`src/rtl/sbp_pkg.sv`:
```
package sbp_pkg;
  localparam int CNT_W_DEF   = 16;
  localparam int BYTE_W_DEF  = 8;
  localparam int SYNC_N_DEF  = 2;

  typedef enum logic [1:0] {
    PICK_KEEP = 2'd0,
    PICK_HI   = 2'd1,
    PICK_LO   = 2'd2
  } pick_e;
endpackage

```
`src/rtl/sbp_sync_edge.sv`:
```
module sbp_sync_edge #(
  parameter int STAGES = 2
) (
  input  logic clk_i,
  input  logic rst_ni,
  input  logic line_i,
  output logic rise_o,
  output logic fall_o
);
  localparam int TOP = STAGES;

  // pipe_q[0..STAGES-1] form the synchronizer, pipe_q[STAGES] is the history bit
  logic [TOP:0] pipe_q;
  logic [TOP:0] pipe_d;

  always_comb begin
    pipe_d[0] = line_i;
    for (int k = 1; k <= TOP; k++) begin
      pipe_d[k] = pipe_q[k-1];
    end
  end

  always_ff @(posedge clk_i or negedge rst_ni) begin
    if (!rst_ni) begin
      pipe_q <= '0;
    end else begin
      pipe_q <= pipe_d;
    end
  end

  assign rise_o =  pipe_q[TOP-1] & ~pipe_q[TOP];
  assign fall_o = ~pipe_q[TOP-1] &  pipe_q[TOP];
endmodule

```
`src/rtl/sbp_snapshot.sv`:
```
module sbp_snapshot #(
  parameter int W = 16
) (
  input  logic         clk_i,
  input  logic         rst_ni,
  input  logic         cap_i,
  input  logic [W-1:0] count_i,
  output logic [W-1:0] snap_q_o,
  output logic [W-1:0] snap_nx_o
);
  logic [W-1:0] snap_q;
  logic [W-1:0] snap_d;

  // forwarded next value lets a same-cycle read see the fresh capture
  always_comb begin
    snap_d = cap_i ? count_i : snap_q;
  end

  always_ff @(posedge clk_i or negedge rst_ni) begin
    if (!rst_ni) begin
      snap_q <= '0;
    end else if (cap_i) begin
      snap_q <= snap_d;
    end
  end

  assign snap_q_o  = snap_q;
  assign snap_nx_o = snap_d;
endmodule

```
`src/rtl/sbp_byte_mux.sv`:
```
module sbp_byte_mux
  import sbp_pkg::*;
#(
  parameter int W  = 16,
  parameter int BW = 8
) (
  input  logic          clk_i,
  input  logic          rst_ni,
  input  pick_e         pick_i,
  input  logic [W-1:0]  src_i,
  output logic [BW-1:0] byte_o
);
  localparam int HI_LSB = W - BW;

  logic [BW-1:0] byte_q;
  logic [BW-1:0] byte_d;
  logic          byte_en;

  always_comb begin
    byte_en = 1'b0;
    byte_d  = byte_q;
    case (pick_i)
      PICK_HI: begin
        byte_en = 1'b1;
        byte_d  = src_i[HI_LSB +: BW];
      end
      PICK_LO: begin
        byte_en = 1'b1;
        byte_d  = src_i[BW-1:0];
      end
      default: begin
        byte_en = 1'b0;
        byte_d  = byte_q;
      end
    endcase
  end

  always_ff @(posedge clk_i or negedge rst_ni) begin
    if (!rst_ni) begin
      byte_q <= '0;
    end else if (byte_en) begin
      byte_q <= byte_d;
    end
  end

  assign byte_o = byte_q;
endmodule

```
`src/rtl/sbp_top.sv`:
```
module sbp_top
  import sbp_pkg::*;
#(
  parameter int CNT_W  = CNT_W_DEF,
  parameter int BYTE_W = BYTE_W_DEF,
  parameter int SYNC_N = SYNC_N_DEF
) (
  input  logic              clk_i,
  input  logic              rst_ni,
  input  logic [CNT_W-1:0]  count_i,
  input  logic              latch_req_i,
  input  logic              byte_sel_i,
  output logic [BYTE_W-1:0] data_o,
  output logic [CNT_W-1:0]  snap_o
);
  logic cap_rise;
  logic cap_fall_unused;
  logic sel_rise;
  logic sel_fall;
  logic [CNT_W-1:0] snap_nx;
  pick_e pick;

  sbp_sync_edge #(.STAGES(SYNC_N)) u_cap_sync (
    .clk_i  (clk_i),
    .rst_ni (rst_ni),
    .line_i (latch_req_i),
    .rise_o (cap_rise),
    .fall_o (cap_fall_unused)
  );

  sbp_sync_edge #(.STAGES(SYNC_N)) u_sel_sync (
    .clk_i  (clk_i),
    .rst_ni (rst_ni),
    .line_i (byte_sel_i),
    .rise_o (sel_rise),
    .fall_o (sel_fall)
  );

  sbp_snapshot #(.W(CNT_W)) u_snap (
    .clk_i     (clk_i),
    .rst_ni    (rst_ni),
    .cap_i     (cap_rise),
    .count_i   (count_i),
    .snap_q_o  (snap_o),
    .snap_nx_o (snap_nx)
  );

  always_comb begin
    if (sel_rise)      pick = PICK_HI;
    else if (sel_fall) pick = PICK_LO;
    else               pick = PICK_KEEP;
  end

  sbp_byte_mux #(.W(CNT_W), .BW(BYTE_W)) u_mux (
    .clk_i  (clk_i),
    .rst_ni (rst_ni),
    .pick_i (pick),
    .src_i  (snap_nx),
    .byte_o (data_o)
  );

  // falling edge of the capture request is deliberately unused
  logic unused_ok;
  assign unused_ok = cap_fall_unused;
endmodule

```
`config.mk`:
```
export PLATFORM = sky130hd
export DESIGN_NAME = sbp_top
export DESIGN_NICKNAME = d
export VERILOG_FILES = /design/src/rtl/sbp_pkg.sv /design/src/rtl/sbp_sync_edge.sv /design/src/rtl/sbp_snapshot.sv /design/src/rtl/sbp_byte_mux.sv /design/src/rtl/sbp_top.sv
export SDC_FILE = /design/constraint.sdc
export NUM_CORES = 1
export LEC_CHECK = 0
export CAP_MARGIN = 25
export CORE_ASPECT_RATIO = 1.1
export CORE_MARGIN = 4
export CORE_UTILIZATION = 50
export DETAILED_ROUTE_END_ITERATION = 8
export DONT_BUFFER_PORTS = 1
export SLEW_MARGIN = 10
export SYNTH_ARGS = -nofsm -noshare
export SYNTH_HDL_FRONTEND = slang
export SYNTH_SLANG_ARGS = --single-unit
```
`constraint.sdc`:
```
create_clock -name clk_i -period 1.9 [get_ports clk_i]
set_input_delay 0.285 -clock clk_i [delete_from_list [all_inputs] [get_ports clk_i]]
set_output_delay 0.285 -clock clk_i [all_outputs]
set_load 0.005 [all_outputs]
```
==> results of run 1 <==
power by group through the flow:
stage	clock (mW)	combinational (mW)	sequential (mW)
5_1_grt	0.515	0.214	0.842
2_1_floorplan	0	0.161	0.815
3_5_place_dp	0	0.176	0.844
6_report	0.456	0.193	0.826
3_3_place_gp	0	0.168	0.840
4_1_cts	0.480	0.199	0.830
layout make-up:
class                   instances  area (um2)  share of cell area, %
clock buffers                   8        78.8                   5.49
inverters                       2        7.51                  0.523
multi-input cells              34         495                   34.5
flip-flops and latches         30         751                   52.3
well taps                      31        38.8                   2.70
repair buffers                  6        65.1                   4.53
metal layers:
layer	wire length (um)	GRT usage (%)	vias up
met5	0	0	-
met4	50	8.14	0
met3	289	10.9	6
met2	1070	22.2	31
met1	720	12.6	312
li1	-	-	281
flip-flops by register name, summed over array words and instances (netlist names):
register	cells
u_cap_sync.pipe_q	3
u_sel_sync.pipe_q	3
u_snap.snap_q_o	16
u_mux.byte_o	8
cells in the mapped netlist:
cell type and number:
buf_2 1, buf_1 1, inv_1 2, buf_8 1, nand2b_4 1, mux2_2 24
dfrtp_1 30, ha_1 1, mux4_1 5, mux4_2 3, buf_6 1
per-stage QoR:
stage / area [um2] / power [mW] / cells
after floorplan: 1290 / 0.975 / 70
after global placement: 1310 / 1.01 / 99
after CTS: 1440 / 1.51 / 111
after global routing: 1440 / 1.57 / 111
after detailed placement: 1310 / 1.02 / 99
final: 1440 / 1.48 / 111
worst max-delay path by stage:
stage	depth (start not counted)	to	slack (ns)
final	3	u_mux.byte_o[7]	0.26
after global routing	3	u_mux.byte_o[0]	0.18
after CTS	3	u_mux.byte_o[7]	0.23
after detailed placement	3	u_mux.byte_o[7]	0.24
after global placement	5	u_mux.byte_o[2]	0.28
after floorplan	5	u_mux.byte_o[2]	0.30
cells by family (layout without fill, tap and decap cells):
logic type | Yosys count | count (layout) | synth area share [%]
mux | 32 | 32 | 36.4
simple gates | 1 | 1 | 1.07
fa+ha+maj | 1 | 1 | 0.971
flops | 30 | 30 | 58.3
buf+inv | 6 | 16 | 3.30
==> flow_metrics.env, run 1 <==
export IMPL_slowest_delay_ns=0.60
export IMPL_route_detailed_drc=0
export IMPL_ys_ff_latch=30
export IMPL_fin_crit_sh_pct=86.4
export IMPL_final_cell_mix="30 x dfrtp_1, 24 x mux2_2, 5 x mux4_1, 5 x clkbuf_4"
export IMPL_min_to="u_snap.snap_q_o[8]"
export IMPL_whs_ns=0.105
export IMPL_cp_slowest_cell="mux4_1"
export IMPL_rsz0062_at_grt="no"
export IMPL_crit_chain="nand2b_4 -> mux4_1 -> mux2_2"
export IMPL_dr_pass1_iters=2
export IMPL_whs_path_depth=1
export IMPL_gp_congestion=0.772
export IMPL_finalMaxSlewViolations=0
export IMPL_ys_seq_area_share_pct=58.3
export IMPL_worstSetupPathType="flip-flop to flip-flop"
export IMPL_cts_buffers=5
export IMPL_cts_sinks=30
export IMPL_wire_per_inst_um=19.2
export IMPL_cp_startpoint="u_cap_sync.pipe_q[1]"
export IMPL_synthCells=70
export IMPL_postRouteAntennaNets=0
export IMPL_antenna_found_initial=0
export IMPL_rr_endpoint="u_mux.byte_o[7]"
export IMPL_yosysTopAreaCell="dfrtp_1"
export IMPL_comb_power_share_pct=13.1
export IMPL_regToRegSetupSlack_ns=0.26
export IMPL_die_x_um=56.4
export IMPL_ctsHtreeMaxLevel=2
export IMPL_yosysUniqueCellTypes=11
export IMPL_synth_top_area_share_pct=58.3
export IMPL_port_buffers=0
export IMPL_initial_core_util_pct=52.1
export IMPL_post_cts_buffers=0
export IMPL_cpLargestDelayFamily="multiplexers"
export IMPL_skew_ns=0.00352
export IMPL_routed_via_count=630
export IMPL_grt_pass1_vias=718
export IMPL_die_h_um=61.2
export IMPL_p_clk_share_pct=30.9
export IMPL_cap_violations=0
export IMPL_fin_tns_setup_ns=0
export IMPL_synthToLayoutAreaGrowth_pct=11.5
export IMPL_worst_path_buf_inv=0
export IMPL_num_fill_cells=202
export IMPL_drive_gt1_share_pct=48.8
export IMPL_grt_overflow=0
export IMPL_cts_buffer_depth=2
export IMPL_place_ws_ns=0.244
export IMPL_wirelength_um=2130
export IMPL_num_nets_final=100
export IMPL_drt_iter0_drc=6
export IMPL_clk_latency_ns=0.32
export IMPL_power_share_sequential_pct=56.0
export IMPL_power_leakage_nw=0.623
export IMPL_die_area_um2=3450
export IMPL_max_vdd_ir_drop_mv=0.812
export IMPL_cts_resized=0
export IMPL_rr_worst_depth=3
export IMPL_io_pins=44
export IMPL_core_um2=2470
export IMPL_cp_required_ns=2.12
export IMPL_max_freq_mhz=609
export IMPL_syn_area_um2=1290
export IMPL_diodes=0
export IMPL_p_int_mw=1.12
export IMPL_p_sw_share_pct=23.8
export IMPL_cp_end_kind="flip-flop"
export IMPL_grt_pass1_wl_um=3310
export IMPL_p_per_area_nw_per_um2=1030
export IMPL_startpoint_type="flip-flop"
export IMPL_cts_tree="built"
export IMPL_final_common_cell="dfrtp_1"
export IMPL_rows=19
export IMPL_slew_headroom_pct=76.2
export IMPL_final_util_pct=58.1
export IMPL_worstHoldStart="count_i[8]"
export IMPL_crit_fanout=20
export IMPL_synth_nets=91
export IMPL_grt_start_max_net_pins=31
export IMPL_timing_final_ws_setup_ns=0.258
export IMPL_hold_violations=0
export IMPL_grt_usage_pct=13.9
export IMPL_hpwl_um=1540
export IMPL_status="finished clean"
export IMPL_synthTopCellsByArea="dfrtp_1 58%, mux2_2 21%, mux4_1 10%, mux4_2 5.2%, buf_8 1.2%"
export IMPL_worstMarginPinSlew_ns=0.357
export IMPL_period_needed_ns=1.64
export IMPL_root_buffer="clkbuf_4"
export IMPL_avgSynthCellArea_um2=18.4
export IMPL_power_switching_mw=0.351
export IMPL_hold_buffers=4
export IMPL_setup_violations=0
export IMPL_vias_per_cell=5.68
export IMPL_yosysWarnings=0
export IMPL_hold_class="input pin to flip-flop"
export IMPL_clkTransAtPathRegs_ns=0.09
export IMPL_worst_ep_arrival_time_ns=1.86
export IMPL_crit_reg2reg_launch="u_cap_sync.pipe_q[1]"
Note: power is estimated with default switching activity, not from simulation.
==> run 2, diff against run 1 <==
CTS_BUF_LIST = sky130_fd_sc_hd__clkbuf_8   (was unset)
==> flow_metrics.env, run 2 (synthesis gave the netlist of run 1 again) <==
export IMPL_status="finished clean"
export IMPL_worst_path_buf_inv=2
export IMPL_setup_violations=0
export IMPL_die_h_um=61.2
export IMPL_slowest_delay_ns=0.50
export IMPL_max_vdd_ir_drop_mv=0.774
export IMPL_cts_buffer_depth=2
export IMPL_cap_violations=0
export IMPL_rows=19
export IMPL_port_buffers=0
export IMPL_hold_violations=0
export IMPL_clk_latency_ns=0.28
export IMPL_wirelength_um=2130
export IMPL_die_area_um2=3450
export IMPL_initial_core_util_pct=52.1
export IMPL_grt_start_max_net_pins=31
export IMPL_worstMarginPinSlew_ns=0.353
export IMPL_routed_via_count=628
export IMPL_drt_iter0_drc=5
export IMPL_final_cell_mix="30 x dfrtp_1, 24 x mux2_2, 8 x clkbuf_8"
export IMPL_crit_top_cell="inv_1"
export IMPL_grt_pass1_wl_um=3350
export IMPL_fin_tns_setup_ns=0
export IMPL_gp_congestion=0.772
export IMPL_grt_overflow=0
export IMPL_num_nets_final=98
export IMPL_largest_reg_flops=16
export IMPL_post_cts_buffers=0
export IMPL_vias_per_cell=5.76
export IMPL_power_leakage_nw=0.627
export IMPL_grt_usage_pct=14.3
export IMPL_die_x_um=56.4
export IMPL_cts_sinks=30
export IMPL_cts_resized=0
export IMPL_worst_ep_arrival_time_ns=1.80
export IMPL_wire_per_inst_um=19.5
export IMPL_io_pins=44
export IMPL_hold_buffers=2
export IMPL_slew_headroom_pct=76.5
export IMPL_hpwl_um=1540
export IMPL_finalMaxSlewViolations=0
export IMPL_grt_pass1_vias=704
export IMPL_drive_gt1_share_pct=50.0
export IMPL_crit_chain="inv_1 -> ha_1 -> inv_1 -> mux4_2 -> mux2_2"
export IMPL_antenna_found_initial=0
export IMPL_worstSetupPathType="flip-flop to flip-flop"
export IMPL_cp_end_kind="flip-flop"
export IMPL_skew_ns=0.00225
export IMPL_startpoint_type="flip-flop"
export IMPL_fin_crit_sh_pct=86.4
export IMPL_cp_slowest_cell="mux4_2"
export IMPL_cpLargestDelayFamily="multiplexers"
export IMPL_ctsHtreeMaxLevel=2
export IMPL_cp_required_ns=2.06
export IMPL_final_common_cell="dfrtp_1"
export IMPL_diodes=0
export IMPL_synthToLayoutAreaGrowth_pct=12.3
export IMPL_root_buffer="clkbuf_8"
export IMPL_route_detailed_drc=0
export IMPL_cts_tree="built"
export IMPL_clkTransAtPathRegs_ns=0.06
export IMPL_rsz0062_at_grt="no"
export IMPL_max_freq_mhz=609
export IMPL_core_um2=2470
export IMPL_postRouteAntennaNets=0
export IMPL_crit_fanout=4
export IMPL_p_total_mw=1.60
export IMPL_period_needed_ns=1.64
export IMPL_dr_pass1_iters=2
export IMPL_p_per_area_nw_per_um2=1110
export IMPL_cts_buffers=5
export IMPL_hold_class="input pin to flip-flop"
## run 2: per-stage QoR
step | hold slack [ns] | cells | area (um2) | utilization [%] | setup slack [ns]
floorplan | -0.0106 | 70 | 1290 | - | 0.300
global placement | -0.00990 | 99 | 1310 | 52.9 | 0.281
detailed placement | -0.00949 | 99 | 1310 | 52.9 | 0.244
CTS | 0.0174 | 109 | 1450 | 58.6 | 0.226
global route | 0.00671 | 109 | 1450 | 58.6 | 0.177
finish | 0.0325 | 109 | 1450 | 58.6 | 0.259
## run 2: final timing paths
kind,from,depth (start not counted),endpoint,slack (ns)
worst min-delay path,byte_sel_i,0,u_sel_sync.pipe_q[0],0.03
min in group asynchronous,rst_ni,2,u_mux.byte_o[7],0.46
worst min register to register,u_cap_sync.pipe_q[0],0,u_cap_sync.pipe_q[1],0.35
worst max register to register,u_sel_sync.pipe_q[1],5,u_mux.byte_o[2],0.26
max in group asynchronous,rst_ni,2,u_snap.snap_q_o[11],1.28
worst max-delay path,u_sel_sync.pipe_q[1],5,u_mux.byte_o[2],0.26
## run 2: worst reg2reg max path, stage by stage, from the launching register on
cell and delay [ns]:
dfrtp_1 0.35, inv_1 0.05, ha_1 0.25, inv_1 0.11, mux4_2 0.50, mux2_2 0.27
## run 2: area by class of cell
class / count / area [um2]
flip-flops and latches: 30 / 751
inverters: 2 / 7.51
clock buffers: 8 / 110
multi-input cells: 34 / 495
fillers: 201 / 1020
repair buffers: 4 / 45.0
well taps: 31 / 38.8
## run 2: power breakdown
group	total, mW	internal [mW]	switching, mW	leakage (nW)
Clock	0.581	0.365	0.217	0.0575
Combinational	0.190	0.128	0.0620	0.220
Sequential	0.828	0.743	0.0851	0.350
Total	1.60	1.24	0.364	0.627
## run 2: layer usage
metal | wire length, um | global-route usage, %
met1 | 686 | 12.6
met2 | 1090 | 22.7
met3 | 293 | 10.9
met4 | 63 | 10.2
met5 | 0 | 0
==> run 3, diff against run 2 <==
PLACE_DENSITY = 0.68   (was unset)
==> flow_metrics.env, run 3 (synthesis gave the netlist of run 1 again) <==
export IMPL_status="finished clean"
export IMPL_max_vdd_ir_drop_mv=0.692
export IMPL_ctsHtreeMaxLevel=2
export IMPL_cts_buffers=5
export IMPL_cp_slowest_cell="mux4_1"
export IMPL_regToRegSetupSlack_ns=0.25
export IMPL_final_common_cell="dfrtp_1"
export IMPL_hold_violations=0
export IMPL_wire_per_inst_um=19.8
export IMPL_diodes=0
export IMPL_p_per_area_nw_per_um2=1070
export IMPL_die_h_um=61.2
export IMPL_power_leakage_nw=0.622
export IMPL_grt_start_max_net_pins=31
export IMPL_initial_core_util_pct=52.1
export IMPL_crit_fanout=20
export IMPL_crit_reg2reg_launch="u_cap_sync.pipe_q[1]"
export IMPL_antenna_found_initial=0
export IMPL_synthToLayoutAreaGrowth_pct=10.9
export IMPL_cpLargestDelayFamily="multiplexers"
export IMPL_crit_chain="nand2b_4 -> mux4_1 -> mux2_2"
export IMPL_core_um2=2470
export IMPL_worstMarginPinSlew_ns=0.351
export IMPL_cp_end_kind="flip-flop"
export IMPL_cap_violations=0
export IMPL_rr_worst_depth=3
export IMPL_seq_area_um2=751
export IMPL_grt_pass1_wl_um=3380
export IMPL_num_nets_final=98
export IMPL_postRouteAntennaNets=0
export IMPL_worstHoldStart="latch_req_i"
export IMPL_comb_power_share_pct=12.5
export IMPL_skew_ns=0.00301
export IMPL_vias_per_cell=5.74
export IMPL_min_to="u_cap_sync.pipe_q[0]"
export IMPL_fin_tns_setup_ns=0
export IMPL_p_clk_share_pct=33.1
export IMPL_whs_ns=0.0379
export IMPL_drive_gt1_share_pct=48.7
export IMPL_worst_path_buf_inv=0
export IMPL_p_sw_share_pct=24.1
export IMPL_io_pins=44
export IMPL_max_freq_mhz=608
export IMPL_wirelength_um=2160
export IMPL_cts_buffer_depth=2
export IMPL_clkTransAtPathRegs_ns=0.06
export IMPL_rsz0062_at_grt="no"
export IMPL_die_x_um=56.4
export IMPL_power_share_sequential_pct=54.3
export IMPL_largest_reg_flops=16
export IMPL_root_buffer="clkbuf_8"
export IMPL_grt_pass1_vias=703
export IMPL_cp_required_ns=2.06
export IMPL_startpoint_type="flip-flop"
export IMPL_routed_via_count=626
export IMPL_worst_ep_arrival_time_ns=1.80
export IMPL_rr_endpoint="u_mux.byte_o[7]"
export IMPL_grt_usage_pct=13.9
export IMPL_hpwl_um=1480
export IMPL_clk_latency_ns=0.27
export IMPL_rows=19
export IMPL_p_int_mw=1.16
export IMPL_route_detailed_drc=0
export IMPL_cts_tree="built"
export IMPL_period_needed_ns=1.65
export IMPL_hold_class="input pin to flip-flop"
export IMPL_setup_violations=0
export IMPL_gp_congestion=0.749
export IMPL_die_area_um2=3450
export IMPL_power_switching_mw=0.367
export IMPL_slowest_delay_ns=0.59
export IMPL_grt_overflow=0
export IMPL_slew_headroom_pct=76.6
export IMPL_dr_pass1_iters=3
export IMPL_fin_crit_sh_pct=86.6
export IMPL_finalMaxSlewViolations=0
export IMPL_multiInputGateArea_um2=495
export IMPL_final_cell_mix="30 x dfrtp_1, 24 x mux2_2, 6 x clkbuf_8"
export IMPL_num_fill_cells=207
export IMPL_cts_sinks=30
export IMPL_port_buffers=0
export IMPL_worstSetupPathType="flip-flop to flip-flop"
export IMPL_drt_iter0_drc=3
export IMPL_whs_path_depth=0
run 3: through the flow:
| stage | utilization (%) | instance area, um2 | power (mW) | instances | setup slack [ns] |
|---|---|---|---|---|---|
| after global routing | 57.8 | 1430 | 1.62 | 109 | 0.175 |
| after floorplan | - | 1290 | 0.975 | 70 | 0.300 |
| final | 57.8 | 1430 | 1.52 | 109 | 0.255 |
| after global placement | 52.9 | 1310 | 1.01 | 99 | 0.281 |
| after CTS | 57.8 | 1430 | 1.56 | 109 | 0.242 |
| after detailed placement | 52.9 | 1310 | 1.02 | 99 | 0.251 |
run 3: cell type report:
type                       count  area share [%]
sequential                    30            52.5
timing repair buffer           4            3.15
clock buffer                   6            5.78
tap                           31            2.71
inverter                       2           0.525
multi-input combinational     34            34.7
clock inverter                 2           0.613
run 3: per-layer routing:
layer | track usage (%) | part of all wire [%] | vias up
met2 | 21.4 | 48 | 27
met3 | 6.50 | 9.2 | 5
li1 | - | - | 274
met4 | 10.2 | 2.0 | 0
met5 | 0 | 0 | -
met1 | 15.6 | 41 | 320
run 3: worst max-delay path by stage:
stage                                    start         endpoint  slack, ns  cells past startpoint
after floorplan           u_sel_sync.pipe_q[1]  u_mux.byte_o[2]       0.30                      5
after global placement    u_cap_sync.pipe_q[1]  u_mux.byte_o[4]       0.28                      3
after detailed placement  u_cap_sync.pipe_q[1]  u_mux.byte_o[7]       0.25                      3
after CTS                 u_cap_sync.pipe_q[1]  u_mux.byte_o[7]       0.24                      3
after global routing      u_cap_sync.pipe_q[1]  u_mux.byte_o[3]       0.17                      3
final                     u_cap_sync.pipe_q[1]  u_mux.byte_o[7]       0.25                      3
run 3: timing repair:
action | 4_1_cts | 5_1_grt
hold buffers | 2 | 0
setup buffers | 0 | 0
hold endpoints to repair | 30 | 0
gates resized for setup | 0 | 0
run 3: power by group through the flow:
stage	sequential [mW]	clock [mW]	combinational, mW
6_report	0.828	0.505	0.191
3_5_place_dp	0.844	0	0.174
2_1_floorplan	0.815	0	0.161
5_1_grt	0.842	0.563	0.211
4_1_cts	0.833	0.529	0.195
3_3_place_gp	0.839	0	0.168
run 3: worst reg2reg max path: stages (launching register included):
cell,delay [ns]
dfrtp_1,0.41
nand2b_4,0.26
mux4_1,0.59
mux2_2,0.27
